File: src/rtl/gpio_pad_pkg.sv
package gpio_pad_pkg;
  localparam int unsigned AW = 8;
  localparam int unsigned DW = 32;
  localparam logic [15:0] LOCK_KEY  = 16'hD42F;
  localparam logic [15:0] UNLOCK_KEY = 16'h0000;

  localparam logic [AW-1:0] OFS_LOCK     = 8'h00;
  localparam logic [AW-1:0] OFS_PAD_IN   = 8'h04;
  localparam logic [AW-1:0] OFS_MODE_HI  = 8'h08;
  localparam logic [AW-1:0] OFS_MODE_LO  = 8'h0C;
  localparam logic [AW-1:0] OFS_OUT_SET  = 8'h10;
  localparam logic [AW-1:0] OFS_OUT_CLR  = 8'h14;
  localparam logic [AW-1:0] OFS_HI_CLR   = 8'h18;
  localparam logic [AW-1:0] OFS_LO_SET   = 8'h1C;
  localparam logic [AW-1:0] OFS_LO_CLR   = 8'h20;
endpackage

File: src/rtl/gpio_key_lock.sv
module gpio_key_lock
  import gpio_pad_pkg::*;
(
  input  logic        clk_i,
  input  logic        rst_ni,
  input  logic        wr_i,
  input  logic [15:0] key_i,
  output logic        active_o
);
  always_ff @(posedge clk_i or negedge rst_ni) begin
    if (!rst_ni)                              active_o <= 1'b0;
    else if (wr_i && key_i == LOCK_KEY)       active_o <= 1'b1;
    else if (wr_i && key_i == UNLOCK_KEY)     active_o <= 1'b0;
  end
endmodule

File: src/rtl/gpio_bit_reg.sv
module gpio_bit_reg #(
  parameter int unsigned W = 32
) (
  input  logic         clk_i,
  input  logic         rst_ni,
  input  logic         load_i,
  input  logic         set_i,
  input  logic         clr_i,
  input  logic [W-1:0] wdata_i,
  output logic [W-1:0] q_o
);
  always_ff @(posedge clk_i or negedge rst_ni) begin
    if (!rst_ni)     q_o <= '0;
    else if (load_i) q_o <= wdata_i;
    else if (set_i)  q_o <= q_o | wdata_i;
    else if (clr_i)  q_o <= q_o & ~wdata_i;
  end
endmodule

File: src/rtl/gpio_in_sync.sv
module gpio_in_sync #(
  parameter int unsigned W      = 32,
  parameter int unsigned STAGES = 2
) (
  input  logic         clk_i,
  input  logic         rst_ni,
  input  logic [W-1:0] d_i,
  output logic [W-1:0] q_o
);
  logic [W-1:0] stg_q [STAGES];

  for (genvar s = 0; s < STAGES; s++) begin : g_stg
    always_ff @(posedge clk_i or negedge rst_ni) begin
      if (!rst_ni) stg_q[s] <= '0;
      else         stg_q[s] <= (s == 0) ? d_i : stg_q[(s == 0) ? 0 : s-1];
    end
  end

  assign q_o = stg_q[STAGES-1];
endmodule

File: src/rtl/gpio_pad_mux.sv
module gpio_pad_mux #(
  parameter int unsigned W = 32
) (
  input  logic [W-1:0] mode_hi_i,
  input  logic [W-1:0] mode_lo_i,
  input  logic [W-1:0] out_i,
  output logic [W-1:0] pad_o,
  output logic [W-1:0] pad_oe_o
);
  for (genvar p = 0; p < W; p++) begin : g_pin
    always_comb begin
      unique case ({mode_hi_i[p], mode_lo_i[p]})
        2'b00: begin pad_o[p] = 1'b0;     pad_oe_o[p] = 1'b0;      end
        2'b01: begin pad_o[p] = out_i[p]; pad_oe_o[p] = 1'b1;      end
        2'b10: begin pad_o[p] = 1'b0;     pad_oe_o[p] = ~out_i[p]; end
        default: begin pad_o[p] = 1'b1;   pad_oe_o[p] = out_i[p];  end
      endcase
    end
  end
endmodule

File: src/rtl/gpio_pad_ctrl.sv
module gpio_pad_ctrl
  import gpio_pad_pkg::*;
#(
  parameter int unsigned NPINS = 32
) (
  input  logic             clk_i,
  input  logic             rst_ni,
  input  logic             wr_en_i,
  input  logic [AW-1:0]    addr_i,
  input  logic [DW-1:0]    wdata_i,
  output logic [DW-1:0]    rdata_o,
  input  logic [NPINS-1:0] pad_i,
  output logic [NPINS-1:0] pad_o,
  output logic [NPINS-1:0] pad_oe_o
);
  logic             lock_q;
  logic [NPINS-1:0] mode_hi_q, mode_lo_q, out_q, pad_in_s;
  logic [NPINS-1:0] wbits;
  logic             mode_we;

  assign wbits   = wdata_i[NPINS-1:0];
  assign mode_we = wr_en_i && lock_q;

  gpio_key_lock i_lock (
    .clk_i, .rst_ni,
    .wr_i     (wr_en_i && addr_i == OFS_LOCK),
    .key_i    (wdata_i[15:0]),
    .active_o (lock_q)
  );

  gpio_bit_reg #(.W(NPINS)) i_mode_hi (
    .clk_i, .rst_ni,
    .load_i  (mode_we && addr_i == OFS_MODE_HI),
    .set_i   (1'b0),
    .clr_i   (mode_we && addr_i == OFS_HI_CLR),
    .wdata_i (wbits),
    .q_o     (mode_hi_q)
  );

  gpio_bit_reg #(.W(NPINS)) i_mode_lo (
    .clk_i, .rst_ni,
    .load_i  (mode_we && addr_i == OFS_MODE_LO),
    .set_i   (mode_we && addr_i == OFS_LO_SET),
    .clr_i   (mode_we && addr_i == OFS_LO_CLR),
    .wdata_i (wbits),
    .q_o     (mode_lo_q)
  );

  gpio_bit_reg #(.W(NPINS)) i_out (
    .clk_i, .rst_ni,
    .load_i  (1'b0),
    .set_i   (wr_en_i && addr_i == OFS_OUT_SET),
    .clr_i   (wr_en_i && addr_i == OFS_OUT_CLR),
    .wdata_i (wbits),
    .q_o     (out_q)
  );

  gpio_in_sync #(.W(NPINS), .STAGES(2)) i_sync (
    .clk_i, .rst_ni,
    .d_i (pad_i),
    .q_o (pad_in_s)
  );

  gpio_pad_mux #(.W(NPINS)) i_mux (
    .mode_hi_i (mode_hi_q),
    .mode_lo_i (mode_lo_q),
    .out_i     (out_q),
    .pad_o     (pad_o),
    .pad_oe_o  (pad_oe_o)
  );

  always_comb begin
    unique case (addr_i)
      OFS_LOCK:    rdata_o = {lock_q, 31'b0};
      OFS_PAD_IN:  rdata_o = DW'(pad_in_s);
      OFS_MODE_HI: rdata_o = DW'(mode_hi_q);
      OFS_MODE_LO: rdata_o = DW'(mode_lo_q);
      OFS_OUT_SET: rdata_o = DW'(out_q);
      default:     rdata_o = '0;
    endcase
  end
endmodule

File: config.mk
export PLATFORM = sky130hd
export DESIGN_NAME = gpio_pad_ctrl
export DESIGN_NICKNAME = d
export VERILOG_FILES = /design/src/rtl/gpio_pad_pkg.sv /design/src/rtl/gpio_key_lock.sv /design/src/rtl/gpio_bit_reg.sv /design/src/rtl/gpio_in_sync.sv /design/src/rtl/gpio_pad_mux.sv /design/src/rtl/gpio_pad_ctrl.sv
export SDC_FILE = /design/constraint.sdc
export NUM_CORES = 1
export LEC_CHECK = 0
export BUFFER_PORTS_ARGS = -buffer_cell sky130_fd_sc_hd__buf_2
export CAP_MARGIN = 20
export CORE_MARGIN = 1.5
export CORE_UTILIZATION = 54
export DETAILED_ROUTE_END_ITERATION = 10
export PLACE_DENSITY = 0.86
export SETUP_SLACK_MARGIN = 0.3
export SLEW_MARGIN = 10
export SYNTH_ARGS = -nofsm -noshare
export SYNTH_HDL_FRONTEND = slang
export SYNTH_SLANG_ARGS = --single-unit
File: constraint.sdc
create_clock -name clk_i -period 1.8 [get_ports clk_i]
set_clock_uncertainty 0.1 [all_clocks]
set_input_delay 0 -clock clk_i [delete_from_list [all_inputs] [get_ports clk_i]]
set_output_delay 0 -clock clk_i [all_outputs]
set_load 0.02 [all_outputs]
== Word level (Yosys, flattened, before mapping) ==
Index checks and enable logic that the tools add are counted.
Word-level totals
  input port bits: 75
  output and inout bits: 96
  bits in registers: 161
  logic and storage cells: 272
Operators by class
  bitwise gates (word level): 38
  multiplexer cells: 74
  reduce and logical (&&, ||, !) cells: 81
  eq/ne operators: 73
Operators with widths (number)
  two-way mux 32 bit: 7
  one-hot mux 32 bit (5 select lines): 1
  bitwise AND 32 bit: 3
  one-hot mux 1 bit (3 select lines): 32
  == test 2 x 1 -> 1 bit (second input constant): 32
  == test 2 bit (second input constant): 32
  zero test 2 bit: 32
  OR 32 bit: 2
  one-hot mux 1 bit (2 select lines): 32
  OR reduction 2 bit: 32
  == test 8 x 5 -> 1 bit (second input constant): 4
  NOT 1 bit: 32
  NOT 32 bit: 1
  == test 16 bit (second input constant): 1
  == test 8 x 4 -> 1 bit (second input constant): 2
  zero test 16 bit: 1
  logical AND 1 bit: 11
  == test 8 x 3 -> 1 bit (second input constant): 1
  == test 8 x 6 -> 1 bit (second input constant): 1
  zero test 8 bit: 1
  nonzero test 2 bit: 3
  nonzero test 3 bit: 1
  two-way mux 1 bit: 2

== Depth between registers and ports, before layout ==
Gate-level depths: netlist of the first run.
  depth after elaboration: 5
  gate-level depth with buffers: 7

== Cells and area by module ==
A second synthesis of the first run with hierarchy kept.
Unflattened totals
  cells, all modules: 672
  area, all modules: 8210.4 um2
Modules (own cells, without submodules)
  gpio_bit_reg: cells each 108, times used 3, area each 1326.3 um2
  gpio_in_sync: cells each 96, times used 1, area each 1841.8 um2
  gpio_pad_mux: cells each 96, times used 1, area each 1201.2 um2
  gpio_pad_ctrl: cells each 142, times used 1, area each 1082.3 um2
  gpio_key_lock: cells each 14, times used 1, area each 106.4 um2

== Worst setup path after synthesis of the first run ==
No wires, ideal clock.
  kind: register to register
  from: register i_lock.active_o
  to: register i_mode_hi.q_o[10]
  data arrival time: 1.437 ns
  period minus slack after synthesis: 1.603 ns
  path slack: 0.197 ns
  cell stages (with the launch flop): 7
  setup time: 0.065 ns
  buffers on the path: 2
  cells stage by stage: dfrtp_1 nor3b_1 and3_1 and2_1 clkbuf_1 buf_2 a22o_1
On the way
  word-level cells in the longest chain between the ends: 3
  elaborated cells between the ends (all ways): 5
RTL lines
  start, declared: RTL line gpio_key_lock.sv:8  | output logic active_o
  start signal, assigned: RTL line gpio_key_lock.sv:11  | if (!rst_ni) active_o <= 1'b0;
  start signal, assigned: RTL line gpio_key_lock.sv:12  | else if (wr_i && key_i == LOCK_KEY) active_o <= 1'b1;
  start signal, assigned: RTL line gpio_key_lock.sv:13  | else if (wr_i && key_i == UNLOCK_KEY) active_o <= 1'b0;
  logical AND 1 bit (*): RTL line gpio_pad_ctrl.sv:22  | assign mode_we = wr_en_i && lock_q;
  logical AND 1 bit (on tied branches): RTL line gpio_pad_ctrl.sv:33, gpio_pad_ctrl.sv:35
  two-way mux 32 bit / nonzero test 2 bit (equally long branches)
  end signal, assigned: RTL line gpio_bit_reg.sv:14  | else if (load_i) q_o <= wdata_i;
  end signal, assigned: RTL line gpio_bit_reg.sv:15  | else if (set_i) q_o <= q_o | wdata_i;
  end signal, assigned: RTL line gpio_bit_reg.sv:16  | else if (clr_i) q_o <= q_o & ~wdata_i;
  end, declared: RTL line gpio_bit_reg.sv:10  | output logic [W-1:0] q_o
Every way passes the cells marked *; elsewhere a longest branch is shown, timed or not.
A chain may end at the register's enable or synchronous reset.

== Worst setup path after layout of the first run ==
  from: register i_lock.active_o
  to: register i_mode_hi.q_o[7]
Same word-level chain as after synthesis.

==> flow_metrics.env, run 1 <==
export IMPL_critical_path_class="reg -> reg"
export IMPL_finalHoldViolations=7
export IMPL_vdd_drop_max_uv=893
export IMPL_rows=42
export IMPL_drt_iter0_markers=1234
export IMPL_synth_area_sq_um=7360
export IMPL_cts_buffers=17
export IMPL_ctsHtreeMaxLevel=4
export IMPL_remaining_drc_errors=0
export IMPL_finalSetupViolations=65
export IMPL_globalplace_congestion=0.831
export IMPL_grt_max_degree=52
export IMPL_synthesis_nets=706
export IMPL_synth_seq_area_share_pct=54.7
export IMPL_cts_root_buf="clkbuf_16"
export IMPL_rsz0062_at_grt="true"
export IMPL_timing_fmax_mhz=480
export IMPL_cts_tree="built"
export IMPL_dpl_hpwl_mm=14.3
export IMPL_seqPwrFrac_pct=44.7
export IMPL_ant_nets=0
export IMPL_ff2ff_path_depth=8
export IMPL_synth_area_leaders="dfrtp_1, a22o_1, a22oi_1"
export IMPL_final_cell_mix="dfrtp_1, buf_2, buf_4, dlygate4sd3_1, a22o_1"
export IMPL_arrival_ns=2.30
export IMPL_p_leak_nw=5.31
export IMPL_period_share_pct=116
export IMPL_power_density_nw_per_um2=701
export IMPL_io_pins=171
export IMPL_syn_avg_cell_area_sq_um=11.7
export IMPL_min_period_ns=2.09
export IMPL_maxSlewHeadroom_pct=57.5
export IMPL_portBuffers=170
export IMPL_antenna_found_initial=1
export IMPL_clkPwrFrac_pct=47.8
export IMPL_p_sw_mw=2.01
export IMPL_swShare_pct=24.1
export IMPL_fp_dieArea_sq_um=14300
export IMPL_ys_ff_latch=161
export IMPL_cts_max_path_buffers=2
export IMPL_hold_slack_ns=-0.0112
export IMPL_synth_warnings=0
export IMPL_start_util_pct=55.4
export IMPL_p_comb_share_pct=7.5
export IMPL_synth_edf_count=0
export IMPL_finalSetupTns_ns=-10.28
export IMPL_dr_pass1_iters=5
export IMPL_drt_wl_total_mm=33.0
export IMPL_grt_pass1_wl_mm=43.2
export IMPL_grt_pass1_vias=7615
export IMPL_grtUsageTotal_pct=40.2
export IMPL_regToRegSetupSlack_ns=-0.29
export IMPL_die_h_um=120
export IMPL_p_int_mw=6.32
export IMPL_cts_sinks=161
export IMPL_status="complete, but fails checks"
export IMPL_path_max_fanout=4
export IMPL_viasPerCell=7.05
export IMPL_violations="hold timing, setup timing"
export IMPL_startpoint_type="flop"
export IMPL_layout_commonest_cell="dfrtp_1"
export IMPL_clk_pin_slew_ns=0.08
export IMPL_synth_distinct_cells=41
export IMPL_wl_per_cell_um=29.4
export IMPL_die_x_um=120
export IMPL_drive_above_1_share_pct=45.1
export IMPL_worstPathRequired_ns=2.02
export IMPL_fin_area_sq_um=11900
export IMPL_crit_path_end_kind="flop"
export IMPL_worstReg2RegStart="i_lock.active_o"
export IMPL_drv_slew=0
export IMPL_area_delta_synth_final_pct=61.2
export IMPL_overflow=0
export IMPL_fin_ws_ns=-0.285
export IMPL_yosysTopAreaCell="dfrtp_1"
export IMPL_syn_inst=631
export IMPL_synthArstFlopShare_pct=100
export IMPL_drv_cap=0
export IMPL_insertion_delay_ns=0.44
export IMPL_placed_cell_area_sq_um=8890
export IMPL_synth_top_cell_area_share_pct=54.7
export IMPL_synth_flop_cell="dfrtp_1"
export IMPL_core_area_sq_um=13300
export IMPL_design_final_nets=1006
export IMPL_r2r_end="i_mode_hi.q_o[7]"
export IMPL_min_path_type="in -> async"
export IMPL_vias=7907
export IMPL_worstMarginPinSlew_ns=0.637
critical path, stage by stage (launching register included):
cell	delay, ns
dfrtp_1	0.36
buf_4	0.12
nor3b_4	0.29
and3_4	0.30
buf_12	0.11
buf_6	0.09
bufbuf_16	0.25
o21ai_1	0.10
a22o_1	0.22
kinds of logic after synthesis:
logic type | synth area share (%)
mux | 5.20
simple gates | 7.68
xor+xnor | 3.81
flops | 54.7
compound gates | 25.6
buf+inv | 2.94
cell usage after synthesis (2+ instances only):
master    number
o21ai_0       34
nand4_1        3
nand2_1       33
nor2_1         4
o22ai_1       31
mux2_1        30
o21bai_1      32
nor4_1         2
buf_2          5
buf_1          2
buf_6          3
nand2b_1      33
dfrtp_1      161
o21a_1        32
clkbuf_1      39
a22oi_1       63
a22o_1        64
xnor2_1       32
mux2_2         2
nor3_1         3
and2_1         2
and3_1         2
per-stage QoR:
step	total power [mW]	util, %	setup WS (ns)	cells
after floorplan	3.88	-	0.283	631
final	8.32	89.3	-0.285	1122
after global placement	4.16	66.9	0.0706	964
after detailed placement	4.18	66.9	0.0229	964
after global routing	8.50	89.3	-0.286	1121
after CTS	8.14	84.5	-0.0808	1097
how the worst max path moves through the flow:
stage | slack [ns] | end | from | cells after the start
global route | -0.29 | i_mode_hi.q_o[7] | i_lock.active_o | 8
floorplan | 0.28 | i_mode_hi.q_o[10] | i_lock.active_o | 6
finish | -0.29 | i_mode_hi.q_o[7] | i_lock.active_o | 8
CTS | -0.08 | rdata_o[31] | i_lock.active_o | 5
global placement | 0.07 | rdata_o[14] | addr_i[1] | 7
detailed placement | 0.02 | flop | addr_i[1] | 6
area by class of cell:
type                    instances  area (sq um)
flip-flops and latches        161          4040
multi-input cells             420          3880
repair buffers                330          3090
fillers                       501          1430
clock buffers                  20           447
well taps                     176           220
clock inverters                12           183
diodes                          2          5.00
inverters                       1          3.75
timing repair:
item                                    in CTS  in global routing
pin swaps                                   40                 56
hold buffers                                65                  0
setup buffers                               23                 22
endpoints found under the setup margin     102                119
resized for setup                          144                100
endpoints found under the hold margin      290                  0
cloned                                      13                  1
per-layer routing:
metal | GRT usage, % | part of all wire [%]
met5 | 0 | 0
met4 | 20.3 | 6.5
met3 | 12.4 | 12
met2 | 65.0 | 47
met1 | 48.8 | 34
power groups by stage:
| stage | registers [mW] | logic [mW] | clock network [mW] |
|---|---|---|---|
| 4_1_cts | 3.71 | 0.548 | 3.88 |
| 6_report | 3.72 | 0.624 | 3.98 |
| 5_1_grt | 3.72 | 0.641 | 4.13 |
| 2_1_floorplan | 3.77 | 0.108 | 0 |
| 3_5_place_dp | 3.78 | 0.397 | 0 |
| 3_3_place_gp | 3.78 | 0.382 | 0 |
(Power assumes the default switching activity.)
==> run 2: changes to the inputs <==
- CORE_ASPECT_RATIO: default -> 0.9
- CORE_UTILIZATION: 54 -> 56
- CTS_BUF_LIST: default -> sky130_fd_sc_hd__clkbuf_4 sky130_fd_sc_hd__clkbuf_8
- PLACE_DENSITY: 0.86 -> 0.89
==> run 2 against run 1 <==
  * The flow finishes with violations (setup timing)
  * Non-clock buffer count up 1
  * Global-route usage up 3.7 points
  * Critical path depth down 1
  * Register-to-register slack worse by 0.03 ns
  * Flip-flop and latch count unchanged
==> flow_metrics.env, run 2 (same netlist as run 1, synthesis figures left out) <==
export IMPL_start_util_pct=57.8
export IMPL_finalHoldViolations=0
export IMPL_seqPwrFrac_pct=50.1
export IMPL_finalSetupViolations=91
export IMPL_critical_path_class="reg -> reg"
export IMPL_remaining_drc_errors=0
export IMPL_rsz0062_at_grt="true"
export IMPL_arrival_ns=2.36
export IMPL_rows=39
export IMPL_globalplace_congestion=0.840
export IMPL_violations="setup timing"
export IMPL_path_max_fanout=11
export IMPL_insertion_delay_ns=0.50
export IMPL_startpoint_type="flop"
export IMPL_drive_above_1_share_pct=50.5
export IMPL_min_path_type="in -> reg"
export IMPL_drt_iter0_markers=1463
export IMPL_grtUsageTotal_pct=43.9
export IMPL_wl_per_cell_um=36.0
export IMPL_viasPerCell=7.65
export IMPL_ff2ff_path_depth=7
export IMPL_drv_cap=0
export IMPL_grt_max_degree=59
export IMPL_swShare_pct=25.5
export IMPL_timing_fmax_mhz=472
export IMPL_area_delta_synth_final_pct=63.6
export IMPL_ctsHtreeMaxLevel=4
export IMPL_power_density_nw_per_um2=617
export IMPL_p_leak_nw=5.33
export IMPL_regToRegSetupSlack_ns=-0.32
export IMPL_crit_start="i_lock.active_o"
export IMPL_grt_pass1_vias=7949
export IMPL_fp_dieArea_sq_um=13800
export IMPL_period_share_pct=118
export IMPL_post_route_util_pct=94.6
export IMPL_portBuffers=170
export IMPL_drt_wl_total_mm=40.3
export IMPL_vias=8556
export IMPL_layout_commonest_cell="dfrtp_1"
export IMPL_crit_path_end_kind="flop"
export IMPL_cts_buffers=17
export IMPL_cts_root_buf="clkbuf_8"
export IMPL_final_cell_mix="dfrtp_1, buf_2, buf_4, buf_6, dlygate4sd3_1"
export IMPL_ant_nets=0
export IMPL_clk_pin_slew_ns=0.10
export IMPL_die_x_um=124
export IMPL_worstMarginPinSlew_ns=0.980
export IMPL_dr_pass1_iters=6
export IMPL_clkPwrFrac_pct=41.0
export IMPL_p_int_mw=5.53
export IMPL_worstPathRequired_ns=2.04
export IMPL_drv_slew=0
export IMPL_grt_pass1_wl_mm=44.9
export IMPL_maxSlewHeadroom_pct=33.7
export IMPL_io_pins=171
export IMPL_design_final_nets=1007
export IMPL_worstReg2RegStart="i_lock.active_o"
export IMPL_cts_tree="built"
export IMPL_core_area_sq_um=12700
export IMPL_antenna_found_initial=10
export IMPL_die_h_um=112
export IMPL_overflow=0
export IMPL_fin_ws_ns=-0.320
export IMPL_min_period_ns=2.12
export IMPL_p_comb_share_pct=8.9
export IMPL_dpl_hpwl_mm=14.4
export IMPL_status="complete, but fails checks"
export IMPL_ctsHoldBuffers=67
export IMPL_cts_max_path_buffers=2
export IMPL_finalSetupTns_ns=-9.75
export IMPL_cts_sinks=161
export IMPL_vdd_drop_max_uv=560
export IMPL_p_sw_mw=1.90
[run 2: changes by cell type in the layout (fill, tap and decap cells not counted), sizes merged]
cell and delta:
buf +2, clkbuf +5, bufinv -1, bufbuf -2
dlygate4sd3 +2, inv -1, clkinv -2, diode +8
clkinvlp -3
[run 2: worst min-delay path by stage]
stage | from | end | slack, ns | cells past startpoint
global route | addr_i[5] | i_lock.active_o | 0.005 | 4
global placement | rst_ni | i_sync.q_o[12] | -0.1 | 1
CTS | addr_i[5] | i_lock.active_o | -0.12 | 4
detailed placement | rst_ni | i_sync.q_o[12] | -0.09 | 1
finish | addr_i[5] | i_lock.active_o | 0.02 | 4
floorplan | rst_ni | async pin | -0.40 | 0
[run 2: power groups by stage]
| stage | Clock [mW] | Sequential [mW] | Combinational [mW] |
|---|---|---|---|
| detailed placement | 0 | 3.78 | 0.393 |
| global route | 3.15 | 3.72 | 0.676 |
| CTS | 2.87 | 3.71 | 0.557 |
| global placement | 0 | 3.78 | 0.380 |
| finish | 3.04 | 3.72 | 0.664 |
| floorplan | 0 | 3.77 | 0.108 |
[run 2: what timing repair did]
action                                  in CTS  in global routing
endpoints found under the hold margin      290                  1
endpoints found under the setup margin     112                200
cloned                                       8                  0
resized for setup                          231                132
buffers inserted                            28                 20
pin swaps                                   61                 45
[run 2: per-layer routing]
| layer | track usage, % | part of all wire [%] | vias to the layer above |
|---|---|---|---|
| met5 | 0 | 0.052 | - |
| met4 | 28.4 | 12 | 4 |
| met3 | 14.6 | 16 | 466 |
| met2 | 64.9 | 42 | 1130 |
| met1 | 55.1 | 30 | 3967 |
| li1 | - | - | 2989 |
[run 2: stage by stage]
stage               hold WS, ns  total power [mW]  std cells  instance area (sq um)  worst slack, ns
global placement        -0.0969              4.16        954                   8830           0.0465
global route            0.00473              7.55       1113                  12000           -0.291
finish                   0.0230              7.43       1118                  12000           -0.320
detailed placement      -0.0924              4.17        954                   8830           0.0441
floorplan                -0.396              3.88        631                   7590            0.283
CTS                      -0.118              7.13       1088                  11200           -0.104
[run 2: cell type report]
type / count / area, sq um
antenna: 10 / 25.0
clock buffer: 26 / 327
clock inverter: 5 / 100
fill: 325 / 692
inverter: 1 / 3.75
multi-input combinational: 420 / 4250
sequential: 161 / 4040
tap: 164 / 205
timing repair buffer: 331 / 3090
[run 2: critical path, cell delays in order, from the launching register on]
cell	delay, ns
dfrtp_1	0.40
buf_4	0.13
nor3b_4	0.22
buf_6	0.16
o2111ai_4	0.19
buf_8	0.26
o21bai_1	0.17
a22o_1	0.33
